$ cat config.mk
export PLATFORM = sky130hd
export DESIGN_NAME = sv32_page_walker
export DESIGN_NICKNAME = d
export VERILOG_FILES = /design/src/rtl/sv32_walk_pkg.sv /design/src/rtl/sv32_pte_decode.sv /design/src/rtl/sv32_walk_addr.sv /design/src/rtl/sv32_walk_ctrl.sv /design/src/rtl/sv32_page_walker.sv
export SDC_FILE = /design/constraint.sdc
export NUM_CORES = 1
export LEC_CHECK = 0
export ABC_AREA = 1
export BUFFER_PORTS_ARGS = -buffer_cell sky130_fd_sc_hd__buf_2
export CAP_MARGIN = 20
export CORE_UTILIZATION = 54
export CTS_CLUSTER_DIAMETER = 60
export DETAILED_ROUTE_END_ITERATION = 10
export PLACE_DENSITY = 0.86
export SYNTH_ARGS = -nofsm -noshare
export SYNTH_HDL_FRONTEND = slang
export SYNTH_SLANG_ARGS = --single-unit
$ cat constraint.sdc
create_clock -name clk -period 4.47 [get_ports clk]
set_input_delay 0.447 -clock clk [delete_from_list [all_inputs] [get_ports clk]]
set_output_delay 0.447 -clock clk [all_outputs]
set_load 0.01 [all_outputs]
$ cat src/rtl/sv32_walk_pkg.sv
package sv32_walk_pkg;

    localparam int VA_W       = 32;
    localparam int PTE_W      = 32;
    localparam int PA_W       = 34;
    localparam int PA_OUT_W   = 64;
    localparam int PPN_W      = 22;
    localparam int PPN1_W     = 12;
    localparam int VPN_W      = 10;
    localparam int PG_OFS_W   = 12;
    localparam int MEGA_OFS_W = VPN_W + PG_OFS_W;
    localparam int MODE_BIT   = 31;

    localparam logic [1:0] PRIV_MACHINE = 2'b11;

    typedef enum logic [2:0] {
        WK_IDLE,
        WK_L1_REQ,
        WK_L1_WAIT,
        WK_L0_REQ,
        WK_L0_WAIT,
        WK_DONE
    } walk_state_e;

    typedef struct packed {
        logic             valid;
        logic             is_leaf;
        logic             is_ptr;
        logic             lo_ppn_zero;
        logic [PPN_W-1:0] ppn;
    } pte_info_t;

    typedef struct packed {
        logic             fault;
        logic [PA_W-1:0]  pa;
        logic [PTE_W-1:0] pte1;
        logic [PTE_W-1:0] pte0;
    } walk_result_t;

    function automatic logic [PA_W-1:0] table_entry_addr(
        input logic [PPN_W-1:0] base,
        input logic [VPN_W-1:0] idx
    );
        return {base, idx, 2'b00};
    endfunction

    function automatic logic needs_walk(
        input logic [VA_W-1:0] satp,
        input logic [1:0]      priv
    );
        return satp[MODE_BIT] && (priv != PRIV_MACHINE);
    endfunction

endpackage

$ cat src/rtl/sv32_pte_decode.sv
module sv32_pte_decode
    import sv32_walk_pkg::*;
(
    input  logic [PTE_W-1:0] pte_i,
    output pte_info_t        info_o
);
    localparam int V_BIT = 0;
    localparam int R_BIT = 1;
    localparam int X_BIT = 3;
    localparam int PPN_LSB = 10;

    always_comb begin
        info_o.valid       = pte_i[V_BIT];
        info_o.is_leaf     = pte_i[V_BIT] && (pte_i[R_BIT] || pte_i[X_BIT]);
        info_o.is_ptr      = pte_i[V_BIT] && !pte_i[R_BIT] && !pte_i[X_BIT];
        info_o.ppn         = pte_i[PTE_W-1:PPN_LSB];
        info_o.lo_ppn_zero = (pte_i[PPN_LSB+VPN_W-1:PPN_LSB] == '0);
    end
endmodule

$ cat src/rtl/sv32_walk_addr.sv
module sv32_walk_addr
    import sv32_walk_pkg::*;
(
    input  logic [VA_W-1:0]  va_q_i,
    input  logic [VA_W-1:0]  satp_q_i,
    input  logic [PTE_W-1:0] pte1_q_i,
    input  logic [PTE_W-1:0] resp_pte_i,
    output logic [PA_W-1:0]  l1_addr_o,
    output logic [PA_W-1:0]  l0_addr_o,
    output logic [PA_W-1:0]  mega_pa_o,
    output logic [PA_W-1:0]  page_pa_o
);
    logic [VPN_W-1:0] vpn_hi;
    logic [VPN_W-1:0] vpn_lo;

    always_comb begin
        vpn_hi    = va_q_i[VA_W-1 -: VPN_W];
        vpn_lo    = va_q_i[PG_OFS_W +: VPN_W];
        l1_addr_o = table_entry_addr(satp_q_i[PPN_W-1:0], vpn_hi);
        l0_addr_o = table_entry_addr(pte1_q_i[PTE_W-1 -: PPN_W], vpn_lo);
        mega_pa_o = {resp_pte_i[PTE_W-1 -: PPN1_W], va_q_i[MEGA_OFS_W-1:0]};
        page_pa_o = {resp_pte_i[PTE_W-1 -: PPN_W], va_q_i[PG_OFS_W-1:0]};
    end
endmodule

$ cat src/rtl/sv32_walk_ctrl.sv
module sv32_walk_ctrl
    import sv32_walk_pkg::*;
(
    input  logic             clk,
    input  logic             rst,
    input  logic             req_valid_i,
    input  logic [VA_W-1:0]  va_i,
    input  logic [VA_W-1:0]  satp_i,
    input  logic [1:0]       priv_i,
    input  logic             mem_req_ready_i,
    input  logic             mem_resp_valid_i,
    input  logic [PTE_W-1:0] mem_resp_data_i,
    input  pte_info_t        resp_info_i,
    input  logic [PA_W-1:0]  l1_addr_i,
    input  logic [PA_W-1:0]  l0_addr_i,
    input  logic [PA_W-1:0]  mega_pa_i,
    input  logic [PA_W-1:0]  page_pa_i,
    output logic [VA_W-1:0]  va_q_o,
    output logic [VA_W-1:0]  satp_q_o,
    output logic [PTE_W-1:0] pte1_q_o,
    output logic             req_ready_o,
    output logic             mem_req_valid_o,
    output logic [PA_W-1:0]  mem_req_addr_o,
    output logic             done_o,
    output walk_result_t     result_o
);
    walk_state_e  state_q, state_n;
    walk_result_t res_q, res_n;
    logic [VA_W-1:0]  va_q, satp_q;
    logic [PTE_W-1:0] pte1_q;
    logic             accept;
    logic [PA_W-1:0]  va_as_pa;

    assign accept   = (state_q == WK_IDLE) && req_valid_i;
    assign va_as_pa = {{(PA_W-VA_W){1'b0}}, va_i};

    always_comb begin
        state_n = state_q;
        res_n   = res_q;
        unique case (state_q)
            WK_IDLE: begin
                if (req_valid_i) begin
                    if (needs_walk(satp_i, priv_i)) begin
                        state_n = WK_L1_REQ;
                    end else begin
                        res_n   = '{fault: 1'b0, pa: va_as_pa, pte1: '0, pte0: '0};
                        state_n = WK_DONE;
                    end
                end
            end
            WK_L1_REQ: if (mem_req_ready_i) state_n = WK_L1_WAIT;
            WK_L1_WAIT: begin
                if (mem_resp_valid_i) begin
                    if (!resp_info_i.valid) begin
                        res_n   = '{fault: 1'b1, pa: '0, pte1: mem_resp_data_i, pte0: '0};
                        state_n = WK_DONE;
                    end else if (resp_info_i.is_leaf) begin
                        if (resp_info_i.lo_ppn_zero) begin
                            res_n = '{fault: 1'b0, pa: mega_pa_i, pte1: mem_resp_data_i, pte0: '0};
                        end else begin
                            res_n = '{fault: 1'b1, pa: '0, pte1: mem_resp_data_i, pte0: '0};
                        end
                        state_n = WK_DONE;
                    end else begin
                        state_n = WK_L0_REQ;
                    end
                end
            end
            WK_L0_REQ: if (mem_req_ready_i) state_n = WK_L0_WAIT;
            WK_L0_WAIT: begin
                if (mem_resp_valid_i) begin
                    if (resp_info_i.is_leaf) begin
                        res_n = '{fault: 1'b0, pa: page_pa_i, pte1: pte1_q, pte0: mem_resp_data_i};
                    end else begin
                        res_n = '{fault: 1'b1, pa: '0, pte1: pte1_q, pte0: mem_resp_data_i};
                    end
                    state_n = WK_DONE;
                end
            end
            WK_DONE: state_n = WK_IDLE;
            default: state_n = WK_IDLE;
        endcase
    end

    always_ff @(posedge clk) begin
        if (rst) begin
            state_q <= WK_IDLE;
            res_q   <= '0;
            va_q    <= '0;
            satp_q  <= '0;
            pte1_q  <= '0;
        end else begin
            state_q <= state_n;
            res_q   <= res_n;
            if (accept) begin
                va_q   <= va_i;
                satp_q <= satp_i;
            end
            if (state_q == WK_L1_WAIT && mem_resp_valid_i) begin
                pte1_q <= mem_resp_data_i;
            end
        end
    end

    assign va_q_o          = va_q;
    assign satp_q_o        = satp_q;
    assign pte1_q_o        = pte1_q;
    assign req_ready_o     = (state_q == WK_IDLE);
    assign mem_req_valid_o = (state_q == WK_L1_REQ) || (state_q == WK_L0_REQ);
    assign mem_req_addr_o  = (state_q == WK_L0_REQ) ? l0_addr_i : l1_addr_i;
    assign done_o          = (state_q == WK_DONE);
    assign result_o        = res_q;
endmodule

$ cat src/rtl/sv32_page_walker.sv
module sv32_page_walker
    import sv32_walk_pkg::*;
#(
    parameter int OUT_PA_W = PA_OUT_W,
    parameter int SPARE_PTES = 2
) (
    input  logic                clk,
    input  logic                rst,
    input  logic                req_valid_i,
    output logic                req_ready_o,
    input  logic [VA_W-1:0]     va_i,
    input  logic [VA_W-1:0]     satp_i,
    input  logic [1:0]          priv_i,
    output logic                mem_req_valid_o,
    input  logic                mem_req_ready_i,
    output logic [PA_W-1:0]     mem_req_addr_o,
    input  logic                mem_resp_valid_i,
    input  logic [PTE_W-1:0]    mem_resp_data_i,
    output logic                done_o,
    output logic                fault_o,
    output logic [OUT_PA_W-1:0] paddr_o,
    output logic [PTE_W-1:0]    pte0_o,
    output logic [PTE_W-1:0]    pte1_o,
    output logic [PTE_W-1:0]    pte2_o,
    output logic [PTE_W-1:0]    pte3_o
);
    localparam int PAD_W = OUT_PA_W - PA_W;

    pte_info_t        resp_info;
    walk_result_t     result;
    logic [VA_W-1:0]  va_q, satp_q;
    logic [PTE_W-1:0] pte1_q;
    logic [PA_W-1:0]  l1_addr, l0_addr, mega_pa, page_pa;
    logic [PTE_W-1:0] upper_ptes [SPARE_PTES];

    sv32_pte_decode u_resp_decode (
        .pte_i  (mem_resp_data_i),
        .info_o (resp_info)
    );

    sv32_walk_addr u_addr (
        .va_q_i     (va_q),
        .satp_q_i   (satp_q),
        .pte1_q_i   (pte1_q),
        .resp_pte_i (mem_resp_data_i),
        .l1_addr_o  (l1_addr),
        .l0_addr_o  (l0_addr),
        .mega_pa_o  (mega_pa),
        .page_pa_o  (page_pa)
    );

    sv32_walk_ctrl u_ctrl (
        .clk              (clk),
        .rst              (rst),
        .req_valid_i      (req_valid_i),
        .va_i             (va_i),
        .satp_i           (satp_i),
        .priv_i           (priv_i),
        .mem_req_ready_i  (mem_req_ready_i),
        .mem_resp_valid_i (mem_resp_valid_i),
        .mem_resp_data_i  (mem_resp_data_i),
        .resp_info_i      (resp_info),
        .l1_addr_i        (l1_addr),
        .l0_addr_i        (l0_addr),
        .mega_pa_i        (mega_pa),
        .page_pa_i        (page_pa),
        .va_q_o           (va_q),
        .satp_q_o         (satp_q),
        .pte1_q_o         (pte1_q),
        .req_ready_o      (req_ready_o),
        .mem_req_valid_o  (mem_req_valid_o),
        .mem_req_addr_o   (mem_req_addr_o),
        .done_o           (done_o),
        .result_o         (result)
    );

    // Sv32 has two levels; the deeper slots exist only for a uniform result shape.
    for (genvar g = 0; g < SPARE_PTES; g++) begin : g_spare
        assign upper_ptes[g] = '0;
    end

    assign fault_o = result.fault;
    assign paddr_o = {{PAD_W{1'b0}}, result.pa};
    assign pte0_o  = result.pte0;
    assign pte1_o  = result.pte1;
    assign pte2_o  = upper_ptes[0];
    assign pte3_o  = upper_ptes[SPARE_PTES-1];
endmodule

== Word level (Yosys, flattened, before mapping) ==
Cells that the tools add are included.

* Input port bits: 103
* Register bits: 188
* Word-level logic and storage cells: 51

* Reduce and logical (&&, ||, !) cells: 11
* Multiplexer cells: 19
* Equal/unequal tests: 13

{| class="wikitable"
|+ Operators by type and width
! operator !! count
|-
| $mux W99 || 8
|-
| $pmux W99 S3 || 1
|-
| $mux W34 || 1
|-
| $mux W3 || 8
|-
| $pmux W3 S5 || 1
|-
| $ne A2 B2 Y1 const B || 7
|-
| $logic_not A10 Y1 || 1
|-
| $eq A3 B2 Y1 const B || 2
|-
| $eq A3 B3 Y1 const B || 2
|-
| $reduce_and A6 Y1 || 1
|-
| $reduce_and A5 Y1 || 1
|-
| $logic_and A1 B1 Y1 || 4
|-
| $eq A3 B1 Y1 const B || 1
|-
| $logic_not A3 Y1 || 1
|-
| $ne A3 B3 Y1 const B || 1
|-
| $reduce_bool A3 Y1 || 1
|-
| $logic_or A1 B1 Y1 || 2
|}

== Depth between registers and ports, before layout ==
Gate-level depths: netlist (run 1).

* Depth after elaboration: 6
* Depth in mapped cells: 12

== By module ==
From an unflattened synthesis (run 1), not the netlist that was laid out.

* Cell total of the unflattened synthesis: 1769
* Area, all modules: 11434.7 sq um

{| class="wikitable"
|+ By module, submodules not included
! module !! area each (sq um) !! sequential area each (sq um) !! times used !! cells each
|-
| sv32_walk_ctrl || 9480.3 || 3963.8 || 1 || 1502
|-
| sv32_walk_addr || 1024.7 || 0.0 || 1 || 137
|-
| sv32_page_walker || 709.4 || 0.0 || 1 || 95
|-
| sv32_pte_decode || 220.2 || 0.0 || 1 || 35
|}

== Worst setup path after synthesis (run 1) ==
OpenSTA, ideal clock, no wires.

* Path kind: flip-flop to output port
* Start point: register u_ctrl.state_q[2]
* End point: output port mem_req_addr_o[2]
* Buffers on the path: 3
* Arrival: 1.479 ns
* Required time: 4.023 ns
* Cell stages (with the launch flop): 7
* Setup slack: 2.544 ns
* Path through: dfxtp_1 buf_2 nor2_1 nand2_1 clkbuf_1 clkbuf_1 o21ai_0

* Word-level cells in the longest chain between the ends: 2

{| class="wikitable"
|+ RTL lines
! what !! RTL line !! text
|-
| start: declaration || sv32_walk_ctrl.sv:27 || <nowiki>walk_state_e state_q, state_n;</nowiki>
|-
| start signal: assignment || sv32_walk_ctrl.sv:93 || <nowiki>state_q <= state_n;</nowiki>
|-
| $eq A3 B2 Y1 || sv32_walk_ctrl.sv:110 || <nowiki>assign mem_req_addr_o = (state_q == WK_L0_REQ) ? l0_addr_i : l1_addr_i;</nowiki>
|-
| $mux W34 || sv32_walk_ctrl.sv:110 ||
|-
| end: declaration || sv32_page_walker.sv:16 || <nowiki>output logic [PA_W-1:0] mem_req_addr_o,</nowiki>
|}

Every way passes these cells.

== Final worst setup path (run 1) ==
* Start point: register u_ctrl.state_q[1]
* End point: register u_ctrl.res_q (netlist bit u_ctrl.result_o[82])

* Word-level cells in the longest chain between the ends: 3
* Elaborated cells between the ends (all ways): 11
* Those cells by class: 7 x eq/ne; 1 x mux; 3 x reduce/logical

{| class="wikitable"
|+ RTL lines
! what !! RTL line !! text
|-
| $eq A3 B2 Y1 (tied with other cells) || sv32_walk_ctrl.sv:40 || <nowiki>unique case (state_q)</nowiki>
|-
| $ne A3 B3 Y1 (no line) (tied with other cells) || -- ||
|-
| $reduce_and A6 Y1 (no line) || -- ||
|-
| end signal: assignment || sv32_walk_ctrl.sv:94 || <nowiki>res_q <= res_n;</nowiki>
|-
| end: declaration || sv32_walk_ctrl.sv:28 || <nowiki>walk_result_t res_q, res_n;</nowiki>
|}

Several ways; a longest one is shown, not always the timed one.
A chain may end at the register's enable or synchronous reset.

==> results.json, run 1 <==
{
  "setup_viol": 0,
  "fmax_ghz": 0.3315,
  "nets": 1570,
  "start_util_pct": 55.80,
  "clock_sinks": 188,
  "tightest_slew_ns": 1.025,
  "grt.overflow.total": 0,
  "slew_viol_final": 0,
  "fin_skew_ns": 0.01069,
  "cp_max_fo": 51,
  "drive_gt1_share_pct": 19.19,
  "antenna_found_initial": 1,
  "postCtsSetupBuffers": 0,
  "cp-start-kind": "register",
  "totalPowerFinal_w": 0.007117,
  "rsz0062_at_grt": "no",
  "intPower_w": 0.003992,
  "ys_ff_latch": 188,
  "grt_pass1_vias": 7792,
  "h-tree-depth": 4,
  "min_from": "satp_i[8]",
  "cts_resized": 0,
  "reg2reg_from": "u_ctrl.state_q[1]",
  "row_count": 46,
  "slew_headroom_pct": 31.58,
  "clk_pin_slew_ns": 0.07,
  "setup_ws_ns": 1.454,
  "seq_area_frac_synth_pct": 42.01,
  "worstSkewPairLatency_ns": 0.43,
  "vias": 8749,
  "switchingPower_w": 0.003125,
  "wl_per_cell_um": 15.14,
  "utilization_pct": 63.73,
  "final_antenna_net_count": 0,
  "critical_path_class": "reg2reg",
  "route.met3.wl_mm": 2.078,
  "endpoint_kind": "register",
  "wl_met1_mm": 10.19,
  "grt_pass1_wl_mm": 38.85,
  "first_iter_violations": 693,
  "ios": 333,
  "firstDrtPassIters": 7,
  "portBuffers": 227,
  "grt_use_total_pct": 29.68,
  "die_h_um": 130.8,
  "power_density_nw_per_um2": 695.5,
  "yosys_warnings": 0,
  "coreArea_um2": 16060,
  "cts_tree": "done",
  "ys_types": 22,
  "fin_crit_ns": 3.016,
  "die_w_um": 130.8,
  "p_sw_share_pct": 43.91,
  "fin_setup_tns_ns": 0,
  "die_area_um2": 17110,
  "worstPathArrival_ns": 3.37,
  "synth_top_area_share_pct": 42.01,
  "place_congestion": 0.8505,
  "wirelength_mm": 25.69,
  "finalHoldViolCount": 0,
  "drc_errors": 0,
  "highest_layer": "met4",
  "seqPwrFrac_pct": 35.1,
  "hold_ws_ns": 0.2826,
  "mostFrequentLayoutCell": "buf_2",
  "preCtsSetupSlack_ns": 1.525,
  "synth_top_area_cell": "dfxtp_1",
  "via_per_inst": 5.156,
  "post-dp-hpwl_mm": 17.00,
  "crit_required_ns": 4.82,
  "cts_buffers": 17,
  "avgSynthCellArea_um2": 6.892,
  "hold_class": "in2reg",
  "cts_root_buf": "clkbuf_16",
  "status": "finished, final reports clean",
  "synth.top_cells.by_area": "dfxtp_1 42%, o21ai_0 9.0%, nand2_1 8.8%",
  "wl_met2_mm": 12.74,
  "grt_max_degree": 103,
  "power_frac_comb_pct": 45.3,
  "ir_worst_vdd_mv": 0.5811,
  "syn_to_final_growth_pct": 14.22,
  "finalCritPeriodShare_pct": 67.48,
  "p_leak_nw": 4.851,
  "synth_area_um2": 8960,
  "clock_tree.buffer_depth": 2,
  "final_cell_mix": "227 x buf_2, 207 x nand2_1, 203 x nor2_1, 188 x dfxtp_1, 162 x o21ai_0",
  "crit_start": "u_ctrl.state_q[1]",
  "power_frac_clock_pct": 19.6,
  "maxCapViolations": 0,
  "cts_hold_buf": 0,
  "synthCells": 1300
}
==> layout make-up <==
cell class                 instances  area (um^2)
tap                              216        270.3
clock buffer                      23        467.9
fill                            1459         5824
sequential                       188         3764
inverter                         110        412.9
multi-input combinational        912         4008
antenna                            1        2.502
timing repair buffer             238         1244
clock inverter                     9        65.06
==> synth_stat cells (all sizes together) <==
master,instances
nand2,212
inv,109
conb,1
clkinv,1
a21oi,119
nand3,85
o21ai,162
o22ai,28
nor2,207
buf,125
clkbuf,60
dfxtp,188
o21bai,1
nor3,2
==> flip-flops by register name, indices dropped and copies added, names as in the netlist <==
register,cells
u_ctrl.satp_q_o,22
u_ctrl.state_q,3
u_ctrl.result_o,99
u_ctrl.pte1_q_o,32
u_ctrl.va_q_o,32
==> path summary, 6_finish.rpt <==
kind                          to  slack (ns)  cells past startpoint
max          u_ctrl.result_o[82]        1.45                      9
min           u_ctrl.satp_q_o[8]        0.28                      3
max reg2reg  u_ctrl.result_o[82]        1.45                      9
min reg2reg   u_ctrl.pte1_q_o[7]        0.46                      2
==> worst max-delay path, cell delays in order (launching register included) <==
cell and delay, ns:
dfxtp_1 0.51, nand3_4 0.44, inv_2 0.43, nand2_1 0.11, nand2_1 0.13, nand2_4 0.06
inv_2 0.70, buf_12 0.31, nand2_1 0.09, a21oi_1 0.14
==> kinds of logic after synthesis <==
logic type / count (synthesis) / share of synthesized area [%]
other: 1 / 0.04185
AO/OA/AOI/OAI: 310 / 17.74
AND/OR/NAND/NOR: 506 / 22.80
flip-flops: 188 / 42.01
buffers and inverters: 295 / 17.41
==> per-layer routing <==
layer,vias up,track usage (%)
li1,4310,-
met5,-,0
met4,0,11.63
met1,3979,34.96
met3,50,7.044
met2,410,51.95
==> metrics by stage <==
stage          instances  area, um^2
6_report            1697       10230
5_1_grt             1696       10230
4_1_cts             1695       10210
3_5_place_dp        1663        9678
3_3_place_gp        1663        9678
2_1_floorplan       1395        9316
==> power by group through the flow <==
stage / sequential (W) / combinational [W] / clock [W]
finish: 0.00250 / 0.00323 / 0.00139
global route: 0.00256 / 0.00363 / 0.00147
floorplan: 0.00267 / 0.00216 / 0
detailed placement: 0.00252 / 0.00318 / 0
global placement: 0.00250 / 0.00312 / 0
CTS: 0.00249 / 0.00320 / 0.00141
(Power assumes the default switching activity.)
==> run 2, diff against run 1 <==
--- a/config.mk
+++ b/config.mk
@@ -8,10 +8,10 @@
 export ABC_AREA = 1
 export BUFFER_PORTS_ARGS = -buffer_cell sky130_fd_sc_hd__buf_2
 export CAP_MARGIN = 20
-export CORE_UTILIZATION = 54
+export CORE_UTILIZATION = 45
 export CTS_CLUSTER_DIAMETER = 60
 export DETAILED_ROUTE_END_ITERATION = 10
-export PLACE_DENSITY = 0.86
+export PLACE_DENSITY = 0.77
 export SYNTH_ARGS = -nofsm -noshare
 export SYNTH_HDL_FRONTEND = slang
 export SYNTH_SLANG_ARGS = --single-unit
==> constraint.sdc (replaced) <==
create_clock -name clk -period 2.45 [get_ports clk]
set_input_delay 0.245 -clock clk [delete_from_list [all_inputs] [get_ports clk]]
set_output_delay 0.245 -clock clk [all_outputs]
set_load 0.01 [all_outputs]
==> results.json, run 2 (synthesis results as in run 1) <==
{
  "cts_tree": "done",
  "die_w_um": 143.1,
  "drc_errors": 0,
  "mostFrequentLayoutCell": "buf_2",
  "die_area_um2": 20480,
  "finalHoldViolCount": 0,
  "cp_max_fo": 27,
  "cts_root_buf": "clkbuf_16",
  "maxCapViolations": 0,
  "critical_path_class": "reg2out",
  "slew_viol_final": 0,
  "max_stage_delay_ns": 0.37,
  "place_congestion": 0.8402,
  "row_count": 51,
  "postCtsSetupBuffers": 0,
  "tightest_slew_ns": 0.7198,
  "h-tree-depth": 4,
  "firstDrtPassIters": 6,
  "vias": 8628,
  "clock_tree.buffer_depth": 2,
  "worstPathArrival_ns": 2.06,
  "fillCellCount": 1915,
  "wl_per_cell_um": 14.73,
  "portBuffers": 227,
  "slew_headroom_pct": 52.01,
  "wl_met1_mm": 10.62,
  "power_frac_comb_pct": 45.0,
  "status": "finished, final reports clean",
  "path_cells": "inv_1, nor2_1, nand2_4, buf_12, o21ai_0, buf_2",
  "ir_worst_vdd_mv": 0.5612,
  "finalCritPeriodShare_pct": 94.17,
  "antenna_found_initial": 1,
  "via_per_inst": 4.905,
  "critical_path_buf_inv_count": 3,
  "fin_setup_tns_ns": 0,
  "power_density_nw_per_um2": 1276,
  "die_h_um": 143.1,
  "final_antenna_net_count": 0,
  "grt.overflow.total": 0,
  "crit_family": "buffers and inverters",
  "rsz0062_at_grt": "no",
  "grt_pass1_vias": 7728,
  "fin_crit_ns": 2.307,
  "final_cell_mix": "227 x buf_2, 207 x nand2_1, 203 x nor2_1, 188 x dfxtp_1, 162 x o21ai_0",
  "post-dp-hpwl_mm": 18.17,
  "clock_sinks": 188,
  "p_sw_share_pct": 43.94,
  "highest_layer": "met4",
  "first_iter_violations": 515,
  "wl_met2_mm": 12.53,
  "cts_resized": 0,
  "fmax_ghz": 0.4334,
  "p_leak_nw": 4.987,
  "endpoint_kind": "output port",
  "cts_hold_buf": 0,
  "multi_input_area_um2": 4013,
  "slowest_stage": "dfxtp_1",
  "ios": 333,
  "crit_required_ns": 2.20,
  "grt_pass1_wl_mm": 39.34,
  "cp-start-kind": "register",
  "start_util_pct": 46.04,
  "dp.cells": 1726,
  "grt_max_degree": 66,
  "fin_cells": 1759,
  "nets": 1583,
  "regArea_um2": 3764,
  "worstSkewPairLatency_ns": 0.44,
  "wirelength_mm": 25.91,
  "drive_gt1_share_pct": 20.16,
  "fin_skew_ns": 0.009440,
  "syn_to_final_growth_pct": 17.37,
  "route.met3.wl_mm": 2.096,
  "switchingPower_w": 0.005894,
  "cts_buffers": 17,
  "largest_reg_flops": 99,
  "seqPwrFrac_pct": 33.9,
  "intPower_w": 0.007520,
  "rrSetupSlack_ns": 0.31,
  "power_frac_clock_pct": 21.1,
  "hold_class": "in2reg",
  "grt_use_total_pct": 24.98,
  "coreArea_um2": 19460,
  "setup_viol": 0,
  "clk_pin_slew_ns": 0.08
}
-- run 2: power by group through the flow --
stage / sequential (W) / combinational (W) / clock (W)
floorplan: 0.00488 / 0.00394 / 0
finish: 0.00455 / 0.00603 / 0.00283
global placement: 0.00458 / 0.00593 / 0
detailed placement: 0.00461 / 0.00601 / 0
CTS: 0.00455 / 0.00604 / 0.00287
global route: 0.00466 / 0.00678 / 0.00300
-- run 2: final timing paths --
check / startpoint / end / cells after the start
worst min register to register: u_ctrl.pte1_q_o[4] / u_ctrl.pte1_q_o[4] / 2
worst max register to register: u_ctrl.state_q[2] / u_ctrl.pte1_q_o[10] / 8
worst min-delay path: satp_i[16] / u_ctrl.satp_q_o[16] / 3
worst max-delay path: u_ctrl.state_q[0] / mem_req_addr_o[24] / 6
-- run 2: through the flow --
stage               hold slack (ns)  power, W  utilization [%]  worst slack [ns]  instance area, um^2
global placement             0.4381   0.01050            50.91            0.3802                 9908
CTS                         0.06602   0.01346            54.00           0.08306                10510
detailed placement           0.4462   0.01063            50.91            0.3213                 9908
floorplan                    0.4010  0.008811                -            0.7257                 9316
global route                0.08315   0.01444            54.02           0.02419                10510
finish                      0.07146   0.01341            54.03            0.1427                10520
-- run 2: final cells by class --
class | instances | share of cell area [%]
Tap cell | 265 | 3.153
Timing Repair Buffer | 251 | 13.23
Inverter | 110 | 3.938
Antenna cell | 1 | 0.02380
Clock buffer | 17 | 4.045
Clock inverter | 15 | 1.666
Multi-Input combinational cell | 912 | 38.16
Sequential cell | 188 | 35.79
-- run 2: layer usage --
metal,track usage [%],up-vias
li1,-,4342
met1,30.18,3872
met2,42.46,367
met3,6.003,47
met4,10.02,0
met5,0,-
-- run 2: worst reg2reg max path, delay by kind of cell (launching register included) --
family	cells	cell delay, ns
AO/OA/AOI/OAI	2	0.26
flip-flops	1	0.52
AND/OR/NAND/NOR	2	0.25
buffers and inverters	4	1.05
==> run 3, diff against run 2 <==
--- a/config.mk
+++ b/config.mk
@@ -8,10 +8,12 @@
 export ABC_AREA = 1
 export BUFFER_PORTS_ARGS = -buffer_cell sky130_fd_sc_hd__buf_2
 export CAP_MARGIN = 20
-export CORE_UTILIZATION = 45
+export CORE_ASPECT_RATIO = 1.75
+export CORE_UTILIZATION = 48
 export CTS_CLUSTER_DIAMETER = 60
 export DETAILED_ROUTE_END_ITERATION = 10
-export PLACE_DENSITY = 0.77
+export PLACE_DENSITY = 0.78
 export SYNTH_ARGS = -nofsm -noshare
 export SYNTH_HDL_FRONTEND = slang
+export SYNTH_HIERARCHICAL = 1
 export SYNTH_SLANG_ARGS = --single-unit
==> results.json, run 3 <==
{
  "status": "finished, final reports clean",
  "synth_area_um2": 10930,
  "portBuffers": 227,
  "grt_max_degree": 113,
  "worstSkewPairLatency_ns": 0.44,
  "drive_gt1_share_pct": 17.70,
  "crit_family": "simple AND/OR/NAND/NOR gates",
  "place_congestion": 0.8978,
  "place_area_um2": 10900,
  "post-dp-hpwl_mm": 22.99,
  "start_util_pct": 49.11,
  "crit_required_ns": 2.20,
  "nets": 1847,
  "via_per_inst": 5.015,
  "final_cell_mix": "543 x nand2_1, 227 x buf_2, 188 x dfxtp_1, 186 x nor2_1, 181 x nand3_1",
  "rsz0062_at_grt": "no",
  "grt_pass1_wl_mm": 48.67,
  "endpoint_kind": "output port",
  "clk_pin_slew_ns": 0.07,
  "row_count": 72,
  "largest_reg_flops": 99,
  "fin_setup_tns_ns": 0,
  "slowest_stage": "dfxtp_1",
  "firstDrtPassIters": 6,
  "fin_crit_ns": 2.297,
  "slew_viol_final": 0,
  "final_antenna_net_count": 0,
  "setup_ws_ns": 0.1526,
  "clock_tree.buffer_depth": 2,
  "wirelength_mm": 32.04,
  "finalHoldViolCount": 0,
  "vias": 10310,
  "setup_viol": 0,
  "cp_max_fo": 34,
  "ir_worst_vdd_mv": 0.7000,
  "critical_path_buf_inv_count": 4,
  "path_cells": "inv_1, nor2_1, inv_1, nor2_4, inv_4, nand2_1, nand2_1, buf_2",
  "hold_class": "in2reg",
  "first_iter_violations": 662,
  "cts_tree": "done",
  "finalCritPeriodShare_pct": 93.77,
  "clock_sinks": 188,
  "worstPathArrival_ns": 2.05,
  "fin_area_um2": 11520,
  "fmax_ghz": 0.4353,
  "cts_buffers": 17,
  "power_density_nw_per_um2": 1207,
  "drc_errors": 0,
  "grt.overflow.total": 0,
  "h-tree-depth": 4,
  "utilization_pct": 51.78,
  "cts_root_buf": "clkbuf_16",
  "die_w_um": 116.1,
  "totalPowerFinal_w": 0.01391,
  "ios": 333,
  "tightest_slew_ns": 0.7987,
  "coreArea_um2": 22250,
  "avgSynthCellArea_um2": 6.405,
  "die_area_um2": 23390,
  "p_leak_nw": 5.844,
  "synthCells": 1706,
  "wl_per_cell_um": 15.59,
  "cp-start-kind": "register",
  "die_h_um": 201.6,
  "preCtsSetupSlack_ns": 0.2910,
  "antenna_found_initial": 1,
  "cts_hold_buf": 0,
  "grt_pass1_vias": 9079,
  "syn_to_final_growth_pct": 5.439,
  "yosys_warnings": 6,
  "max_stage_delay_ns": 0.46,
  "critical_path_class": "reg2out",
  "fin_skew_ns": 0.01025,
  "grt_use_total_pct": 27.58,
  "mostFrequentLayoutCell": "nand2_1",
  "maxCapViolations": 0,
  "slew_headroom_pct": 46.69
}
[run 3: layer usage]
layer,vias up,track usage [%],wire [um]
li1,5040,-,-
met1,4639,29.41,11420
met2,526,48.02,16290
met3,101,4.759,2083
met4,0,19.51,2245
met5,-,0,0
[run 3: layout make-up]
| type | instances | area [um^2] |
|---|---|---|
| multi-input cells | 1168 | 4882 |
| well taps | 296 | 370.4 |
| diodes | 2 | 5.005 |
| inverters | 106 | 402.9 |
| repair buffers | 263 | 1506 |
| fillers | 2336 | 10730 |
| clock inverters | 14 | 161.4 |
| flip-flops and latches | 188 | 3764 |
| clock buffers | 18 | 429.2 |
[run 3: path summary, 6_finish.rpt]
check	startpoint	end	slack, ns	cells after the start
max reg2reg	u_ctrl/state_q[0]	u_ctrl/result_o[93]	0.39	9
min	mem_resp_data_i[4]	u_ctrl/pte1_q_o[4]	0.07	3
min reg2reg	u_ctrl/pte1_q_o[8]	u_ctrl/pte1_q_o[8]	0.46	2
max	u_ctrl/state_q[0]	mem_req_addr_o[32]	0.15	8
[run 3: repair_timing]
action,4_1_cts,5_1_grt
resized for setup,1,0
setup endpoints to repair,32,0
buffers inserted,3,0
[run 3: power by group]
part / internal [W] / leakage, nW / switching, W
registers: 0.00384 / 1.54 / 0.000443
logic: 0.00238 / 4.02 / 0.00441
clock network: 0.00153 / 0.277 / 0.00130
total: 0.00775 / 5.84 / 0.00616
[run 3: metrics by stage]
step                instances  hold WS [ns]
floorplan                1802        0.3932
global placement         2018        0.4480
detailed placement       2018        0.4520
CTS                      2053       0.05578
global route             2054       0.06908
finish                   2055       0.07168
[run 3: worst reg2reg max path: cells and delay by family, from the launching register on]
family	cells	cell delay [ns]
buffers and inverters	3	0.50
AND/OR/NAND/NOR	6	1.05
flip-flops	1	0.46
